<file path="src/rtl/col_seq_pkg.sv">
package col_seq_pkg;
  localparam int LEN_W = 3;
  localparam int LOG_W = 2;

  typedef enum logic [LEN_W-1:0] {
    LEN_1    = 3'b000,
    LEN_2    = 3'b001,
    LEN_4    = 3'b010,
    LEN_8    = 3'b011,
    LEN_FULL = 3'b111
  } len_code_e;
endpackage

</file>
<file path="src/rtl/col_seq_decode.sv">
module col_seq_decode
  import col_seq_pkg::*;
#(
  parameter int COL_W = 10
) (
  input  logic [LEN_W-1:0] len_code_i,
  input  logic             interleave_i,
  output logic [COL_W-1:0] mask_o,
  output logic             full_o
);
  logic [LOG_W-1:0] log_len;

  always_comb begin
    log_len = '0;
    full_o  = 1'b0;
    case (len_code_i)
      LEN_2:    log_len = 2'd1;
      LEN_4:    log_len = 2'd2;
      LEN_8:    log_len = 2'd3;
      LEN_FULL: full_o  = ~interleave_i; // illegal in interleave -> length 1
      default:  log_len = '0;
    endcase
  end

  for (genvar i = 0; i < COL_W; i++) begin : g_mask
    assign mask_o[i] = full_o | (int'(log_len) > i);
  end
endmodule

</file>
<file path="src/rtl/col_seq_ctrl.sv">
module col_seq_ctrl #(
  parameter int COL_W = 10
) (
  input  logic             clk_i,
  input  logic             rst_ni,
  input  logic             start_i,
  input  logic             stop_i,
  input  logic [COL_W-1:0] start_col_i,
  input  logic [COL_W-1:0] mask_i,
  input  logic             full_i,
  input  logic             interleave_i,
  output logic             active_o,
  output logic             last_o,
  output logic [COL_W-1:0] base_o,
  output logic [COL_W-1:0] beat_o,
  output logic [COL_W-1:0] mask_o,
  output logic             ilv_o
);
  logic full_q;

  assign last_o = active_o & ~full_q & (beat_o == mask_o);

  always_ff @(posedge clk_i or negedge rst_ni) begin
    if (!rst_ni) begin
      active_o <= 1'b0;
      beat_o   <= '0;
      base_o   <= '0;
      mask_o   <= '0;
      full_q   <= 1'b0;
      ilv_o    <= 1'b0;
    end else if (start_i) begin
      active_o <= 1'b1;
      beat_o   <= '0;
      base_o   <= start_col_i;
      mask_o   <= mask_i;
      full_q   <= full_i;
      ilv_o    <= interleave_i;
    end else if (active_o) begin
      if (stop_i || last_o) begin
        active_o <= 1'b0;
        beat_o   <= '0;
      end else begin
        beat_o <= beat_o + 1'b1; // full page wraps at 2**COL_W
      end
    end
  end
endmodule

</file>
<file path="src/rtl/col_seq_addr.sv">
module col_seq_addr #(
  parameter int COL_W = 10
) (
  input  logic             active_i,
  input  logic             ilv_i,
  input  logic [COL_W-1:0] base_i,
  input  logic [COL_W-1:0] beat_i,
  input  logic [COL_W-1:0] mask_i,
  output logic [COL_W-1:0] col_o
);
  logic [COL_W-1:0] sum;
  logic [COL_W-1:0] lin_col;
  logic [COL_W-1:0] ilv_col;

  assign sum     = base_i + beat_i;
  assign lin_col = (base_i & ~mask_i) | (sum & mask_i);
  assign ilv_col = base_i ^ (beat_i & mask_i);
  assign col_o   = !active_i ? '0 : (ilv_i ? ilv_col : lin_col);
endmodule

</file>
<file path="src/rtl/sdram_col_seq.sv">
module sdram_col_seq
  import col_seq_pkg::*;
#(
  parameter int COL_W = 10
) (
  input  logic             clk_i,
  input  logic             rst_ni,
  input  logic             start_i,
  input  logic [COL_W-1:0] start_col_i,
  input  logic [LEN_W-1:0] len_code_i,
  input  logic             interleave_i,
  input  logic             stop_i,
  output logic [COL_W-1:0] col_o,
  output logic             valid_o,
  output logic             last_o
);
  logic [COL_W-1:0] mask_d;
  logic             full_d;
  logic [COL_W-1:0] base_q;
  logic [COL_W-1:0] beat_q;
  logic [COL_W-1:0] mask_q;
  logic             ilv_q;
  logic             active_q;

  col_seq_decode #(.COL_W(COL_W)) u_decode (
    .len_code_i   (len_code_i),
    .interleave_i (interleave_i),
    .mask_o       (mask_d),
    .full_o       (full_d)
  );

  col_seq_ctrl #(.COL_W(COL_W)) u_ctrl (
    .clk_i        (clk_i),
    .rst_ni       (rst_ni),
    .start_i      (start_i),
    .stop_i       (stop_i),
    .start_col_i  (start_col_i),
    .mask_i       (mask_d),
    .full_i       (full_d),
    .interleave_i (interleave_i),
    .active_o     (active_q),
    .last_o       (last_o),
    .base_o       (base_q),
    .beat_o       (beat_q),
    .mask_o       (mask_q),
    .ilv_o        (ilv_q)
  );

  col_seq_addr #(.COL_W(COL_W)) u_addr (
    .active_i (active_q),
    .ilv_i    (ilv_q),
    .base_i   (base_q),
    .beat_i   (beat_q),
    .mask_i   (mask_q),
    .col_o    (col_o)
  );

  assign valid_o = active_q;
endmodule

</file>
<file path="config.mk">
export PLATFORM = sky130hd
export DESIGN_NAME = sdram_col_seq
export DESIGN_NICKNAME = d
export VERILOG_FILES = /design/src/rtl/col_seq_pkg.sv /design/src/rtl/col_seq_decode.sv /design/src/rtl/col_seq_ctrl.sv /design/src/rtl/col_seq_addr.sv /design/src/rtl/sdram_col_seq.sv
export SDC_FILE = /design/constraint.sdc
export NUM_CORES = 1
export LEC_CHECK = 0
export ABC_AREA = 1
export CAP_MARGIN = 20
export CELL_PAD_IN_SITES_DETAIL_PLACEMENT = 1
export CELL_PAD_IN_SITES_GLOBAL_PLACEMENT = 1
export CORE_MARGIN = 10
export CORE_UTILIZATION = 30
export CTS_CLUSTER_SIZE = 30
export DETAILED_ROUTE_END_ITERATION = 16
export PLACE_DENSITY_LB_ADDON = 0.1
export SLEW_MARGIN = 20
export SYNTH_ARGS = -nofsm -noshare
export SYNTH_HDL_FRONTEND = slang
export SYNTH_SLANG_ARGS = --single-unit
</file>
<file path="constraint.sdc">
create_clock -name clk_i -period 2.6 [get_ports clk_i]
set_clock_uncertainty 0.2 [all_clocks]
set_input_delay 0.39 -clock clk_i [delete_from_list [all_inputs] [get_ports clk_i]]
set_output_delay 0.39 -clock clk_i [all_outputs]
set_load 0.02 [all_outputs]
</file>
Word level (Yosys, flattened, before mapping)
Cells that the tools add are included.

operators by class
  $add $sub $neg = 2
  magnitude comparators = 3
  equality and inequality tests = 5
  muxes and demuxes = 10
  bitwise operators = 13
  reduce and logical (&&, ||, !) cells = 2

operators with widths
  kind                                                            count
  two-way mux 10 bit                                              5
  bitwise AND 10 bit                                              3
  adder 10 x 1 -> 10 bit (second input constant)                  1
  adder 10 bit                                                    1
  == test 10 bit                                                  1
  inverter 10 bit                                                 1
  bitwise OR 10 bit                                               1
  XOR 10 bit                                                      1
  == test 3 x 2 -> 1 bit (second input constant)                  2
  one-hot mux 2 bit (3 select lines)                              1
  greater-than comparator 2 x 1 -> 1 bit (second input constant)  2
  two-way mux 1 bit                                               4
  == test 3 x 1 -> 1 bit (second input constant)                  1
  == test 3 bit (second input constant)                           1
  bitwise OR 1 bit                                                3
  bitwise AND 1 bit                                               2
  greater-than comparator 2 bit (second input constant)           1
  inverter 1 bit                                                  2
  nonzero test 2 bit                                              1
  logical OR 1 bit                                                1

storage, ports and cells
  register bits = 27
  bits of input ports = 18
  logic and storage cells = 41

Logic depth before layout (Yosys ltp)
Gate-level depths: netlist (run 1).

  depth after elaboration = 7
  mapped depth = 10
  depth with buffers taken out = 10

By module
From an unflattened synthesis (run 1), not the netlist that was laid out.

second synthesis, totals
  cell total of the unflattened synthesis = 420
  area, all modules = 2730.1 um^2

modules (own cells, without submodules)
  module          instances  cells an instance  area each (um^2)  sequential area each (um^2)
  col_seq_ctrl    1          230                1700.4            825.8
  col_seq_addr    1          172                923.4             0.0
  col_seq_decode  1          18                 106.4             0.0

Worst setup path before layout (run 1)
No wires, ideal clock.

  path type = register -> output
  start = reg u_ctrl.beat_o[0]
  end = out col_o[6]
  arrival time = 1.850 ns
  data required time = 2.010 ns
  slack = 0.160 ns
  stages on the path, launching flop included = 9
  buffers on the path = 0
  cell sequence = dfrtp_1 -> ha_1 -> inv_1 -> fa_1 -> o21ai_2 -> nand2_1 -> nand3b_1 -> nand3_1 -> a21oi_1

between the ends
  cells in the longest elaborated chain, start to end = 5

ends and longest elaborated chain
  what                             line                 text
  start: declaration               col_seq_ctrl.sv:15   output logic [COL_W-1:0] beat_o,
  start signal: assignment         col_seq_ctrl.sv:43   beat_o <= beat_o + 1'b1;
  adder 10 bit                     col_seq_addr.sv:15   assign sum = base_i + beat_i;
  bitwise AND 10 bit               col_seq_addr.sv:16   assign lin_col = (base_i & ~mask_i) | (sum & mask_i);
  bitwise OR 10 bit                col_seq_addr.sv:16
  two-way mux 10 bit (2 in a row)  col_seq_addr.sv:18   assign col_o = !active_i ? '0 : (ilv_i ? ilv_col : lin_col);
  end: declaration                 sdram_col_seq.sv:13  output logic [COL_W-1:0] col_o,

No other way between the ends.

Worst setup path in the final report (run 1)
  start = reg u_ctrl.beat_o[1]
  end = out col_o[9]

The elaborated chain is that of the path after synthesis.

==> impl_metrics.toml, run 1 <==
[critical_path]
critPathMaxFanout = 3
cp_data_required_time_ns = 2.01
crit_type = "reg -> out"
worstSetupStartpointType = "flop"
slowest_stage = "dfrtp_1"
slowest_delay_ns = 0.44
critical_path.top_delay_family = "simple AND/OR/NAND/NOR gates"
endpoint_kind = "primary output"
crit_top_cell = "nand2_1"
arrival_ns = 1.98
r2r_slack_ns = 0.49
crit_chain = "buf_4 > ha_4 > nand2_1 > nand2_1 > nand2_1 > nand2_1 > nand2_1 > nand3_1 > nand2_1 > nand3_2 > a21oi_2 > buf_6"
crit_buf_inv = 2

[routing]
avgViaCountPerCell = 4.85
first_pass_iters = 4
route.detailed.drc = 0
wl_um = 6810
wl_per_cell_um = 15.8
postRouteAntennaNets = 0
drtIter0Drc = 70
vias = 2096

[timing]
setup_viol = 0
fin_crit_ns = 2.57
worst_pin_slew_ns = 0.641
finalCritPeriodShare_pct = 98.8
hold_viol_final = 0
tns_ns = 0
relSlewSlack_pct = 57.1
final_max_slew_viol_count = 0
rsz0062_at_grt = "true"
fmax_mhz = 389

[global_route]
grt_pass1_wl_um = 11000
overflow = 0
antenna_found_initial = 0
grt.total_usage_pct = 13.2
grt_max_degree = 27
grt_pass1_vias = 2227

[yosys]
syn_inst = 281
synth-seq-cells = 26
synth.avg_cell_area_sq_um = 7.36
synth_ff_type = "dfrtp_1"
synth_fp_nets = 320
synth_top_cell_by_area = "dfrtp_1"
synth.top_cell.area_share_pct = 31.4
synthTopCellsByArea = "dfrtp_1, nand2_1, ha_1, a21oi_1, nor2_1"
synth_edf_count = 0
synthesis.area_sq_um = 2070
synth.distinct_cells = 29
synthArstFlopShare_pct = 100
yosys_warnings = 0
seq_area_frac_synth_pct = 31.4

[clock_tree]
insertion_delay_ns = 0.28
cts_buffer_depth = 2
cts_tree = "yes"
cts_buffers = 3
cts_root_buf = "clkbuf_8"
clock-sinks = 26
htreeDepth = 1
hold_buffers = 0
path_clk_slew_ns = 0.10

[placed_design]
dp_hpwl_um = 5420
portBuffers = 29
gp_congestion = 0.825
placedCellCount = 426

[layout]
antenna_cells = 0
layout.cells.non_filler = 432
drive_above_1_share_pct = 30.4
nNetsFinal = 392
final_common_cell = "nand2_1"
final_cell_mix = "nand2_1, buf_4, dfrtp_1"
multi_input_comb_area_sq_um = 1530
final-seq-area_sq_um = 651
fillers = 842
synthToLayoutAreaGrowth_pct = 47.5

[die]
start_util_pct = 30.6
die_y_um = 103
die_w_um = 103
die_area_sq_um = 10600
num_rows = 30
core_region_area_sq_um = 6760
pin_count = 30

[pwr]
ir_drop_uv = 196
p_per_area_nw_per_um2 = 376
leakage_nw = 1.44

[flow_run]
max-cap-violations = 0

[run_status]
outcome = "finished, final reports clean"

[worst_hold_path]
min_path_type = "in -> async"
[flip-flops by register name, summed over array words and instances (netlist names)]
register         cells
u_ctrl.active_o      1
u_ctrl.base_o       10
u_ctrl.beat_o       10
u_ctrl.full_q        1
u_ctrl.ilv_o         1
u_ctrl.mask_o        3
[final cells by class]
class	instances	share of cell area, %
Clock buffer	4	1.80
Inverter	23	2.83
Multi-Input combinational cell	227	50.1
Sequential cell	26	21.3
Tap cell	80	3.28
Timing Repair Buffer	72	20.7
[logic make-up (layout without fill, tap and decap cells)]
group	after synthesis	after routing	share of synthesized area (%)
flops	26	26	31.4
compound gates	56	56	14.4
fa+ha+maj	21	21	13.1
xor+xnor	16	16	6.77
simple gates	134	134	29.1
buf+inv	28	99	5.20
[metal layers]
metal	global-route usage, %	part of all wire, %
met5	0	0
met4	2.46	0.50
met3	1.47	2.0
met2	21.3	47
met1	18.5	50
[worst paths after layout]
check,startpoint,end,depth (start not counted)
worst min-delay path,rst_ni,u_ctrl.beat_o[1],2
worst min register to register,u_ctrl.base_o[9],u_ctrl.base_o[9],2
worst max-delay path,u_ctrl.beat_o[1],col_o[9],12
min in group clk_i,u_ctrl.base_o[9],u_ctrl.base_o[9],2
max in group asynchronous,rst_ni,u_ctrl.base_o[8],2
worst max register to register,u_ctrl.beat_o[2],u_ctrl.beat_o[0],9
[timing repair]
action                                 in CTS  in global routing
setup endpoints to repair                  11                 10
cloned                                      0                  0
buffers inserted                            0                  3
resized for setup                          61                 43
endpoints found under the hold margin       0                  0
pin swaps                                   4                 19
[power by group]
group          total [mW]  switching [mW]  internal [mW]
logic               0.418           0.220          0.198
clock network       0.277           0.141          0.136
registers           0.451          0.0234          0.428
total                1.15           0.385          0.761
[cells in the mapped netlist, types with 2 or more instances]
cell type  count
nand3_1       15
ha_1          20
nand3b_1       4
or2_2          2
nor3_2         2
xor2_1         8
buf_2          2
nand2_2        2
a211oi_1       3
o21ai_1        9
nand2_1       78
nand3_2        2
clkbuf_1       3
o21ai_0       15
inv_1         22
o21ai_2        2
dfrtp_1       26
a21oi_1       26
xnor2_1        8
nor2_1        23
[metrics by stage]
stage	util [%]	setup WS, ns	total power, mW	hold WS [ns]	cell area (sq um)
floorplan	-	0.160	0.639	-0.106	2070
global placement	40.8	-0.224	0.829	0.370	2760
detailed placement	40.8	-0.253	0.833	0.374	2760
CTS	41.8	-0.00412	1.10	0.309	2830
global route	45.2	-0.0853	1.22	0.326	3050
finish	45.2	0.0323	1.15	0.281	3050
(Power assumes the default switching activity.)
==> run 2: changes to the inputs <==
- ABC_AREA: 1 -> 0
- CORE_MARGIN: 10 -> 1
==> run 2 against run 1 <==
  * The flow now finishes with violations (design-rule violations, negative setup slack)
  * Final cell count is 14% lower
  * Critical path depth down 3
  * Design area down 2.6%
  * Total power is 11% higher
  * Via count fell by 6.9%
  * Non-clock buffer count is 10 higher
  * Register-to-register slack worse by 0.27 ns
  * Sequential cell count unchanged
  * First-iteration DRC count up 14%
  * Combinational power rose by 7.2%
  * Fmax fell by 13%
  * Largest power group unchanged
==> impl_metrics.toml, run 2 <==
[critical_path]
startpoint = "u_ctrl.beat_o[0]"
arrival_ns = 2.37
critPathCapture = "col_o[8]"
regToRegEndpoint = "u_ctrl.beat_o[7]"
worstSetupStartpointType = "flop"
reg2reg_depth = 8
endpoint_kind = "primary output"
cp_data_required_time_ns = 2.01
r2r_slack_ns = 0.22
crit_type = "reg -> out"
critPathMaxFanout = 3
r2r-start = "u_ctrl.beat_o[2]"

[placed_design]
dp_hpwl_um = 4650
portBuffers = 29
gp_congestion = 0.773
dp_slack_ns = -0.518
placedCellCount = 361

[routing]
wl_per_cell_um = 16.8
first_pass_iters = 12
wl_um = 6250
drtIter0Drc = 80
vias = 1952
route.detailed.drc = 2
postRouteAntennaNets = 0
avgViaCountPerCell = 5.25

[clock_tree]
cts_buffer_depth = 2
cts_root_buf = "clkbuf_8"
cts_tree = "yes"
path_clk_slew_ns = 0.11
hold_buffers = 0
clock-sinks = 26
cts_buffers = 3
htreeDepth = 1
insertion_delay_ns = 0.29

[yosys]
synth.top_cell.area_share_pct = 31.6
synth_ff_type = "dfrtp_1"
yosys_warnings = 0
seq_area_frac_synth_pct = 31.6
synthTopCellsByArea = "dfrtp_1, ha_1, mux2_2, xnor2_1, nand2_1"
synthTopCellsByCount = "dfrtp_1, nand2_1, ha_1, mux2_2, a21oi_1"
synthArstFlopShare_pct = 100
syn_inst = 217
synth_top_cell_by_area = "dfrtp_1"
synthesis.area_sq_um = 2060
synth.avg_cell_area_sq_um = 9.49
synth_fp_nets = 256
synth_edf_count = 0
synth-seq-cells = 26
synth.distinct_cells = 47
synth.most_common_cell = "dfrtp_1"

[timing]
hold_viol_final = 0
setup_viol = 8
fmax_mhz = 338
worst_pin_slew_ns = 0.692
rsz0062_at_grt = "true"
fin_crit_ns = 2.96
fin_ws_ns = -0.356
fin_hold_ws_ns = 0.271
finalCritPeriodShare_pct = 114
relSlewSlack_pct = 53.3
final_max_slew_viol_count = 0

[die]
die_area_sq_um = 7200
die_y_um = 84.9
num_rows = 29
die_w_um = 84.9
start_util_pct = 31.7
core_region_area_sq_um = 6490
pin_count = 30

[layout]
reg.largest.list = "u_ctrl.base_o: 10 flops, u_ctrl.beat_o: 10 flops, u_ctrl.mask_o: 3 flops"
nNetsFinal = 335
drive_above_1_share_pct = 35.6
fillers = 745
antenna_cells = 0
final_common_cell = "buf_4"
fin_util_pct = 45.8
final_cell_mix = "buf_4, dfrtp_1, nand2_1"
layout.cells.non_filler = 372
synthToLayoutAreaGrowth_pct = 44.3

[pwr]
netSwitchingPower_uw = 403
p_sw_share_pct = 31.7
p_comb_share_pct = 35.2
ir_drop_uv = 238
p_per_area_nw_per_um2 = 428
power_frac_clock_pct = 29.0
p_int_uw = 870
seqPwrFrac_pct = 35.9
leakage_nw = 1.38

[worst_hold_path]
min_path_type = "in -> async"

[run_status]
violations = "design-rule violations, negative setup slack"
outcome = "finished, violations left"

[flow_run]
max-cap-violations = 0

[global_route]
grt_pass1_vias = 2016
overflow = 0
grt.total_usage_pct = 18.4
grt_pass1_wl_um = 10200
antenna_found_initial = 0
grt_max_degree = 27
[run 2: per-layer routing]
layer	wire length, um	vias to the layer above	share of wire (%)	global-route usage, %
met5	0	-	0	0
met4	88	0	1.4	4.93
met3	189	6	3.0	2.72
met2	3250	33	52	34.3
met1	2720	958	44	22.1
li1	-	955	-	-
[run 2: cell type report]
class	count	area [sq um]	share of cell area, %
multi-input combinational	174	1450	48.7
inverter	9	33.8	1.14
tap	77	96.3	3.24
sequential	26	652	21.9
clock inverter	1	30.0	1.01
clock buffer	3	41.3	1.39
timing repair buffer	82	671	22.6
[run 2: worst min path at each step]
stage / to / start / slack [ns]
floorplan: u_ctrl.active_o / rst_ni / -0.11
detailed placement: u_ctrl.mask_o[1] / u_ctrl.mask_o[1] / 0.38
global placement: u_ctrl.mask_o[1] / u_ctrl.mask_o[1] / 0.38
global route: u_ctrl.base_o[6] / rst_ni / 0.30
CTS: u_ctrl.base_o[8] / rst_ni / 0.30
finish: u_ctrl.base_o[6] / rst_ni / 0.27
[run 2: cell families (layout without fill, tap and decap cells)]
kind of cell	Yosys count	count (layout)	synth area share [%]
muxes	15	15	8.14
AOI/OAI and AO/OA	57	57	19.9
and+or+nand+nor	68	68	17.9
adders and majority gates	21	21	13.1
xor gates and xnor gates	13	13	5.53
buffers and inverters	17	95	3.89
DFF	26	26	31.6
[run 2: power by group through the flow]
| stage | logic [mW] | registers (mW) | clock network (mW) |
|---|---|---|---|
| after floorplan | 0.226 | 0.465 | 0 |
| after global placement | 0.432 | 0.465 | 0 |
| after detailed placement | 0.436 | 0.464 | 0 |
| after CTS | 0.440 | 0.458 | 0.377 |
| after global routing | 0.489 | 0.461 | 0.391 |
| final | 0.448 | 0.457 | 0.369 |
[run 2: timing repair]
action / in CTS / in global routing
resized for setup: 55 / 13
setup endpoints to repair: 11 / 11
setup buffers: 3 / 4
pin swaps: 5 / 7
[run 2: stage by stage]
step / TNS, ns / instance area (sq um) / power (mW)
finish: -1.97 / 2970 / 1.27
global route: -2.74 / 2970 / 1.34
CTS: -1.82 / 2900 / 1.27
detailed placement: -2.52 / 2770 / 0.900
global placement: -2.40 / 2770 / 0.896
floorplan: 0 / 2090 / 0.691
[run 2: worst max-delay path, cell delays in order (launching register included)]
cell	delay (ns)
dfrtp_1	0.37
ha_2	0.19
inv_2	0.04
fa_2	0.36
nor2b_4	0.16
o31ai_4	0.08
a221oi_2	0.28
mux2_4	0.34
a21oi_4	0.12
buf_6	0.13
